File: config.mk
export PLATFORM = sky130hd
export DESIGN_NAME = ide_cfgwin
export DESIGN_NICKNAME = d
export VERILOG_FILES = /design/src/rtl/ide_cfgwin_pkg.sv /design/src/rtl/ide_cfgwin_seq.sv /design/src/rtl/ide_cfgwin_regs.sv /design/src/rtl/ide_cfgwin.sv
export SDC_FILE = /design/constraint.sdc
export NUM_CORES = 1
export LEC_CHECK = 0
export BUFFER_PORTS_ARGS = -buffer_cell sky130_fd_sc_hd__buf_2
export CAP_MARGIN = 20
export CORE_ASPECT_RATIO = 1.1
export CORE_MARGIN = 5
export CORE_UTILIZATION = 46
export CTS_CLUSTER_SIZE = 12
export DETAILED_ROUTE_END_ITERATION = 10
export GPL_TIMING_DRIVEN = 0
export HOLD_SLACK_MARGIN = 0.12
export PLACE_DENSITY = 0.88
export SYNTH_ARGS = -nofsm -noshare
export SYNTH_HDL_FRONTEND = slang
export SYNTH_SLANG_ARGS = --single-unit
File: constraint.sdc
create_clock -name clk -period 2.7 [get_ports clk]
set_input_delay 0.54 -clock clk [delete_from_list [all_inputs] [get_ports clk]]
set_output_delay 0.54 -clock clk [all_outputs]
set_load 0.05 [all_outputs]
File: src/rtl/ide_cfgwin_pkg.sv
package ide_cfgwin_pkg;

  localparam int OFF_W     = 3;
  localparam int NUM_BANKS = 2;
  localparam int BANK_W    = $clog2(NUM_BANKS);
  localparam int NUM_DRV   = 2;

  localparam logic [OFF_W-1:0] OFF_TIM_RD = 3'd0;
  localparam logic [OFF_W-1:0] OFF_TIM_WR = 3'd1;
  localparam logic [OFF_W-1:0] OFF_KEY    = 3'd2;
  localparam logic [OFF_W-1:0] OFF_CTRL   = 3'd3;
  localparam logic [OFF_W-1:0] OFF_STRAP  = 3'd5;
  localparam logic [OFF_W-1:0] OFF_MISC   = 3'd6;

  localparam logic [7:0] KEY_OPEN  = 8'h03;
  localparam logic [7:0] KEY_CLOSE = 8'h83;
  localparam logic [7:0] CTRL_SPLIT = 8'h85;

  typedef enum logic [1:0] {
    SEQ_IDLE = 2'd0,
    SEQ_RD1  = 2'd1,
    SEQ_RD2  = 2'd2,
    SEQ_OPEN = 2'd3
  } seq_state_e;

  // Offsets that the open window claims from the drive path
  function automatic logic is_hidden(input logic [OFF_W-1:0] off);
    return (off == OFF_TIM_RD) || (off == OFF_TIM_WR) || (off == OFF_CTRL) ||
           (off == OFF_STRAP)  || (off == OFF_MISC);
  endfunction

  // Unlock sequencer step for one in-range access
  function automatic seq_state_e seq_step(input seq_state_e s, input logic wr,
                                          input logic wide, input logic [OFF_W-1:0] off,
                                          input logic [7:0] wb);
    logic rd_step;
    logic key_step;
    rd_step  = !wr && wide && (off == 3'd1);
    key_step = wr && !wide && (off == OFF_KEY) && (wb == KEY_OPEN);
    case (s)
      SEQ_IDLE: return rd_step ? SEQ_RD1 : SEQ_IDLE;
      SEQ_RD1:  return rd_step ? SEQ_RD2 : SEQ_IDLE;
      SEQ_RD2:  return key_step ? SEQ_OPEN : SEQ_IDLE;
      default:  return (wr && (off == OFF_KEY) && (wb == KEY_CLOSE)) ? SEQ_IDLE : SEQ_OPEN;
    endcase
  endfunction

  // Bank a drive runs from, given the control setting
  function automatic logic [BANK_W-1:0] drive_bank(input int drv, input logic [7:0] ctrl);
    if (drv != 0 && ctrl == CTRL_SPLIT) return BANK_W'(1);
    return '0;
  endfunction

endpackage

File: src/rtl/ide_cfgwin_seq.sv
module ide_cfgwin_seq
  import ide_cfgwin_pkg::*;
(
  input  logic             clk,
  input  logic             rst_n,
  input  logic             acc,
  input  logic             wr,
  input  logic             wide,
  input  logic [OFF_W-1:0] off,
  input  logic [7:0]       wbyte,
  output logic             win_open,
  output logic             close_hit
);

  seq_state_e state_q;

  always_ff @(posedge clk) begin
    if (!rst_n)   state_q <= SEQ_IDLE;
    else if (acc) state_q <= seq_step(state_q, wr, wide, off, wbyte);
  end

  assign win_open  = (state_q == SEQ_OPEN);
  assign close_hit = win_open && acc && wr && (off == OFF_KEY) && (wbyte == KEY_CLOSE);

  AST_OPEN_NEEDS_KEY: assert property (@(posedge clk) disable iff (!rst_n)
    $rose(win_open) |-> $past(acc && wr && !wide && off == OFF_KEY && wbyte == KEY_OPEN));

  AST_CLOSE_ON_KEY: assert property (@(posedge clk) disable iff (!rst_n)
    close_hit |=> !win_open);

  AST_ABORT_TO_IDLE: assert property (@(posedge clk) disable iff (!rst_n)
    (acc && state_q == SEQ_RD1 && !(!wr && wide && off == 3'd1)) |=> state_q == SEQ_IDLE);

endmodule

File: src/rtl/ide_cfgwin_regs.sv
module ide_cfgwin_regs
  import ide_cfgwin_pkg::*;
#(
  parameter int REG_W = 8
) (
  input  logic             clk,
  input  logic             rst_n,
  input  logic             cfg_we,
  input  logic [OFF_W-1:0] cfg_off,
  input  logic [REG_W-1:0] cfg_wdata,
  input  logic             strap_clk25,
  output logic [REG_W-1:0] cfg_rdata,
  output logic [REG_W-1:0] drv_rd_tim [NUM_DRV],
  output logic [REG_W-1:0] drv_wr_tim [NUM_DRV],
  output logic [REG_W-1:0] misc_out
);

  logic [NUM_BANKS-1:0][REG_W-1:0] tim_rd_q;
  logic [NUM_BANKS-1:0][REG_W-1:0] tim_wr_q;
  logic [REG_W-1:0]                ctrl_q;
  logic [REG_W-1:0]                misc_q;
  logic [BANK_W-1:0]               bank_sel;

  assign bank_sel = misc_q[BANK_W-1:0];

  always_ff @(posedge clk) begin
    if (!rst_n) begin
      tim_rd_q <= '0;
      tim_wr_q <= '0;
      ctrl_q   <= '0;
      misc_q   <= '0;
    end else if (cfg_we) begin
      for (int b = 0; b < NUM_BANKS; b++) begin
        if (bank_sel == BANK_W'(b)) begin
          if (cfg_off == OFF_TIM_RD) tim_rd_q[b] <= cfg_wdata;
          if (cfg_off == OFF_TIM_WR) tim_wr_q[b] <= cfg_wdata;
        end
      end
      if (cfg_off == OFF_CTRL) ctrl_q <= cfg_wdata;
      if (cfg_off == OFF_MISC) misc_q <= cfg_wdata;
    end
  end

  always_comb begin
    case (cfg_off)
      OFF_TIM_RD: cfg_rdata = tim_rd_q[bank_sel];
      OFF_TIM_WR: cfg_rdata = tim_wr_q[bank_sel];
      OFF_CTRL:   cfg_rdata = ctrl_q;
      OFF_STRAP:  cfg_rdata = {{(REG_W-1){1'b0}}, strap_clk25};
      OFF_MISC:   cfg_rdata = misc_q;
      default:    cfg_rdata = '0;
    endcase
  end

  for (genvar d = 0; d < NUM_DRV; d++) begin : g_drv
    logic [BANK_W-1:0] bank_d;
    assign bank_d        = drive_bank(d, ctrl_q);
    assign drv_rd_tim[d] = tim_rd_q[bank_d];
    assign drv_wr_tim[d] = tim_wr_q[bank_d];
  end

  assign misc_out = misc_q;

  logic [2*NUM_BANKS*REG_W+2*REG_W-1:0] snap;
  assign snap = {tim_rd_q, tim_wr_q, ctrl_q, misc_q};

  AST_IDLE_HOLDS: assert property (@(posedge clk) disable iff (!rst_n)
    !cfg_we |=> $stable(snap));

  AST_STRAP_RO: assert property (@(posedge clk) disable iff (!rst_n)
    (cfg_we && cfg_off == OFF_STRAP) |=> $stable(snap));

  AST_BANK_A_ONLY: assert property (@(posedge clk) disable iff (!rst_n)
    (cfg_we && cfg_off == OFF_TIM_RD && bank_sel == '0) |=> $stable(tim_rd_q[1]));

endmodule

File: src/rtl/ide_cfgwin.sv
module ide_cfgwin
  import ide_cfgwin_pkg::*;
#(
  parameter int                ADDR_W    = 16,
  parameter int                DATA_W    = 16,
  parameter int                REG_W     = 8,
  parameter logic [ADDR_W-1:0] BASE_ADDR = 16'h01F0
) (
  input  logic              clk,
  input  logic              rst_n,
  input  logic              io_valid,
  input  logic              io_write,
  input  logic              io_wide,
  input  logic [ADDR_W-1:0] io_addr,
  input  logic [REG_W-1:0]  io_wbyte,
  output logic [DATA_W-1:0] io_rdata,
  output logic              drv_sel,
  input  logic [DATA_W-1:0] drv_rdata,
  input  logic              strap_clk25,
  output logic              window_open,
  output logic [REG_W-1:0]  d0_rd_tim,
  output logic [REG_W-1:0]  d0_wr_tim,
  output logic [REG_W-1:0]  d1_rd_tim,
  output logic [REG_W-1:0]  d1_wr_tim,
  output logic [REG_W-1:0]  misc_cfg
);

  localparam int PAD_W = DATA_W - REG_W;

  logic             chan_hit;
  logic             acc;
  logic [OFF_W-1:0] off;
  logic             cfg_hit;
  logic             cfg_we;
  logic             close_hit;
  logic [REG_W-1:0] cfg_rdata;
  logic [REG_W-1:0] rd_tim [NUM_DRV];
  logic [REG_W-1:0] wr_tim [NUM_DRV];

  assign chan_hit = (io_addr[ADDR_W-1:OFF_W] == BASE_ADDR[ADDR_W-1:OFF_W]);
  assign acc      = io_valid && chan_hit;
  assign off      = io_addr[OFF_W-1:0];

  ide_cfgwin_seq u_seq (
    .clk       (clk),
    .rst_n     (rst_n),
    .acc       (acc),
    .wr        (io_write),
    .wide      (io_wide),
    .off       (off),
    .wbyte     (io_wbyte),
    .win_open  (window_open),
    .close_hit (close_hit)
  );

  assign cfg_hit = window_open && acc && is_hidden(off);
  assign cfg_we  = cfg_hit && io_write;
  assign drv_sel = acc && !cfg_hit && !close_hit;

  ide_cfgwin_regs #(.REG_W(REG_W)) u_regs (
    .clk         (clk),
    .rst_n       (rst_n),
    .cfg_we      (cfg_we),
    .cfg_off     (off),
    .cfg_wdata   (io_wbyte),
    .strap_clk25 (strap_clk25),
    .cfg_rdata   (cfg_rdata),
    .drv_rd_tim  (rd_tim),
    .drv_wr_tim  (wr_tim),
    .misc_out    (misc_cfg)
  );

  assign io_rdata  = (cfg_hit && !io_write) ? {{PAD_W{1'b0}}, cfg_rdata} : drv_rdata;
  assign d0_rd_tim = rd_tim[0];
  assign d0_wr_tim = wr_tim[0];
  assign d1_rd_tim = rd_tim[1];
  assign d1_wr_tim = wr_tim[1];

  AST_CLOSED_FORWARDS: assert property (@(posedge clk) disable iff (!rst_n)
    (acc && !window_open) |-> drv_sel);

  AST_OUTSIDE_IGNORED: assert property (@(posedge clk) disable iff (!rst_n)
    (io_valid && !chan_hit) |-> !drv_sel);

  AST_HIDDEN_CLAIMED: assert property (@(posedge clk) disable iff (!rst_n)
    (acc && window_open && is_hidden(off)) |-> !drv_sel);

endmodule

==> summary.md <==
| Metric | Value |
|---|---|
| Status | `completed` |
| VDD IR max | `~240 µV` |
| CP Capture Point | `io_rdata[0]` |
| ANT cells | `0` |
| Vias in the first global route | `2,982` |
| Largest net degree at the start of global routing | `17` |
| Syn Nets | `371` |
| Reg power frac | `0.519` |
| Die Y | `97.04 µm` |
| Max Cap Violations | `0` |
| Post-synth cell types | `46` |
| RR Endpoint | `u_regs.misc_out[2]` |
| Die area | `slightly below 0.009 mm²` |
| Avg Inst Size Synth | `approximately 9.7 µm²` |
| Post-DP HPWL | `approximately 7000 µm` |
| TritonCTS clock tree | `built` |
| XOR/XNOR Fraction of Synth Area | `0.002765` |
| Pre-CTS WS | `-0.5620 ns` |
| Critical path required time | `roughly 2.2 ns` |
| Fillers | `~530` |
| Pwr Total | `between 1 and 1.5 mW` |
| Final #Nets | `around 500` |
| TNS Setup | `0 ns` |
| Critical path cell sequence | `buf_2 > or4_4 > nor3_4 > nand3_4 > buf_4 > mux2_1 > buf_6` |
| Netlist Area Pre-Place | `between 0.003 and 0.004 mm²` |
| CTS Hold Buffers Added | `0` |
| First-pass GRT wire length | `about 15,000 µm` |
| Slew Limit Headroom | `0.3901` |
| Final worst slack | `about 0.003 ns` |
| Finish-stage setup viols | `0` |
| First drt pass iteration count | `5` |
| Register-to-register setup slack | `1.06 ns` |
| Vias per cell | `~5.7` |
| Clk pwr share | `0.334` |
| Critical path's slowest cell | `or4_4` |
| RSZ-0062 raised after global routing | `true` |
| Row cnt | `31` |
| Critical path type | `primary input to output pin` |
| Placed Cells | `between 500 and 600` |
| Drt initial violations | `between 200 and 300` |
| Worst Path Arrival | `around 2.2 ns` |
| Skew-Pair Late Insertion Delay | `0.32 ns` |
| Antenna Nets Post-Route | `0` |
| CTS HTree Levels | `2` |
| Comb pwr share | `0.146` |
| FF/Latch Area | `roughly 0.001 mm²` |
| HP Class | `flop to flop` |
| Layout cell share with drive strength beyond 1 | `0.4490` |
| Number of synthesized register bits | `50` |
| Routed vias | `about 3,000` |
| Adder-cell share of the synthesized area | `0` |
| Core region area | `between 0.006 and 0.007 mm²` |
| Footprint of the multi-input gates | `~0.0019 mm²` |
| Peak Freq | `between 300 and 400 MHz` |
| DRC viols | `0` |
| Crit path launch | `io_addr[12]` |
| Slowest Stage Delay on Critical Path | `~0.55 ns` |
| Worst-Margin Slew | `between 0.9 and 1 ns` |
| Wire length after detailed routing | `~9700 µm` |
| CP max FO | `4` |
| Power per Cell Area | `~350 mW/mm²` |
| Register area share after synthesis | `0.3160` |
| Ys Warns | `0` |
| Initial antenna violation count | `0` |
| I/O Buffers | `between 100 and 150` |
| Placer congestion estimate | `between 0.8 and 0.9` |
| Min cycle time layout | `2.697 ns` |
| Startpoint types | `primary input` |
| Pleak | `approximately 2.1 nW` |
| Top-Level Pins | `between 100 and 150` |
| Wire per inst | `18.57 µm` |
| Final Slew Violations | `0` |
| Area growth syn-to-layout | `28.36%` |
| Internal power | `1.021 mW` |
| Fraction of registers with async set/reset | `0` |
| Finished Layout Cells | `523` |
| EDFF count, synth | `0` |
| Nature of the critical path endpoint | `output pin` |
| Worst Skew | `0.007949 ns` |
| Final worst-path cycle share | `0.9989` |
| Largest family of logic cells by synthesized area | `multiplexers` |
| Clock Path Buffers | `2` |
| TritonCTS Sinks | `50` |
| Post-synth top flop | `dfxtp_1` |
| Switching portion of total power | `0.2789` |
| Synth Area in Simple Gates | `0.2425` |
| Final hold slack | `between 0.4 and 0.5 ns` |
| R2r startpoint | `u_seq.state_q[0]` |
| Synth Area in Compound Gates | `0.07583` |
| Mux share of post-synthesis cell area | `0.2630` |
| Total GRT Usage | `0.2195` |
| Final hold vios | `0` |
| Initial Utilization | `0.4776` |
| Clk slew on worst S/H paths | `0.09 ns` |
| Die Width | `approximately 89 µm` |
| Worst Reg-to-Reg Cells | `5` |
| Psw | `roughly 400 µW` |
| CTS root buffer | `clkbuf_8` |
| Synth Instances | `325` |
| Total gr overflow | `0` |
| CTS buffer count | `5` |
==> cells by family after synthesis <==
group,Yosys count
compound gates,34
simple gates,119
xor+xnor,1
mux,79
buf+inv,42
flops,50
==> worst min path at each step <==
stage	from	endpoint	slack (ns)	cells after the start
2_1_floorplan	u_regs.ctrl_q[2]	u_regs.ctrl_q[2]	0.44	2
3_3_place_gp	u_regs.ctrl_q[2]	u_regs.ctrl_q[2]	0.45	2
3_5_place_dp	u_regs.ctrl_q[0]	u_regs.ctrl_q[0]	0.47	2
4_1_cts	u_regs.ctrl_q[0]	u_regs.ctrl_q[0]	0.49	2
5_1_grt	u_regs.snap[25]	u_regs.snap[25]	0.50	2
6_report	u_regs.misc_out[3]	u_regs.misc_out[3]	0.48	2
==> power by group through the flow <==
stage	clock [mW]	combinational [mW]	sequential, mW
after global placement	0	0.181	0.754
after detailed placement	0	0.185	0.754
after CTS	0.472	0.199	0.737
final	0.473	0.207	0.736
after global routing	0.503	0.219	0.736
after floorplan	0	0.116	0.754
==> flip-flops by register name (all words and copies together) (netlist names) <==
name / cells
u_regs.snap: 32
u_regs.ctrl_q: 8
u_regs.misc_out: 8
u_seq.state_q: 2
==> through the flow <==
| step | util | instance area (µm²) |
|---|---|---|
| finish | 0.6131 | 4066 |
| global route | 0.6131 | 4066 |
| CTS | 0.6105 | 4049 |
| detailed placement | 0.5703 | 3782 |
| global placement | 0.5703 | 3782 |
| floorplan | - | 3174 |
==> critical path, delay by kind of cell <==
| kind | cells | cell delay [ns] |
|---|---|---|
| multiplexers | 1 | 0.32 |
| AND/OR/NAND/NOR | 3 | 0.86 |
| buffers and inverters | 3 | 0.44 |
==> final cells by class <==
type                    count  share of cell area
plain buffers              39             0.07292
clock buffers               6             0.02031
clock inverters             2            0.004308
inverters                   2            0.001846
multi-input cells         233              0.4738
flip-flops and latches     50              0.2471
well taps                  82             0.02523
repair buffers            109              0.1545
==> Yosys cell counts, types with 6 or more instances <==
library cell  number  share of area
o211ai_1           8          0.019
dfxtp_1           50           0.32
buf_4             25          0.059
and2_1             8          0.016
nand2_1           61          0.072
nand3_4            7          0.039
mux2i_1           51           0.16
mux2_2            20          0.071
o21ai_0            7          0.011
and3b_1           11          0.030
a22oi_1           12          0.028
mux2_1             6          0.021
==> metal layers <==
layer,GRT usage,part of all wire,up-vias,routed length (µm)
met1,0.2518,0.36,1432,3530
li1,-,-,1382,-
met2,0.3908,0.52,152,5027
met5,0,0,-,0
met3,0.04758,0.096,31,930
met4,0.07331,0.023,0,225
==> layout by cell type, fill, tap and decap left out, types with 3 or more instances in the layout <==
master and instances:
mux2_4 3, clkbuf_8 6, buf_2 94, buf_4 32, mux2i_1 51, a21oi_1 3
dlygate4sd3_1 3, o211ai_1 8, nor2_1 3, and3b_1 11, mux2_2 23, o21ai_0 7
dfxtp_1 49, nand2_1 60, buf_6 10, and2_1 8, a22oi_1 12, nand3_4 7
dlygate4sd1_1 3
==> repair_timing <==
action                     CTS  global route
hold endpoints to repair     0             0
setup endpoints to repair   26            19
setup buffers                8             0
resized for setup           27            12
pin swaps                    2             0
Note: power is estimated with default switching activity, not from simulation.
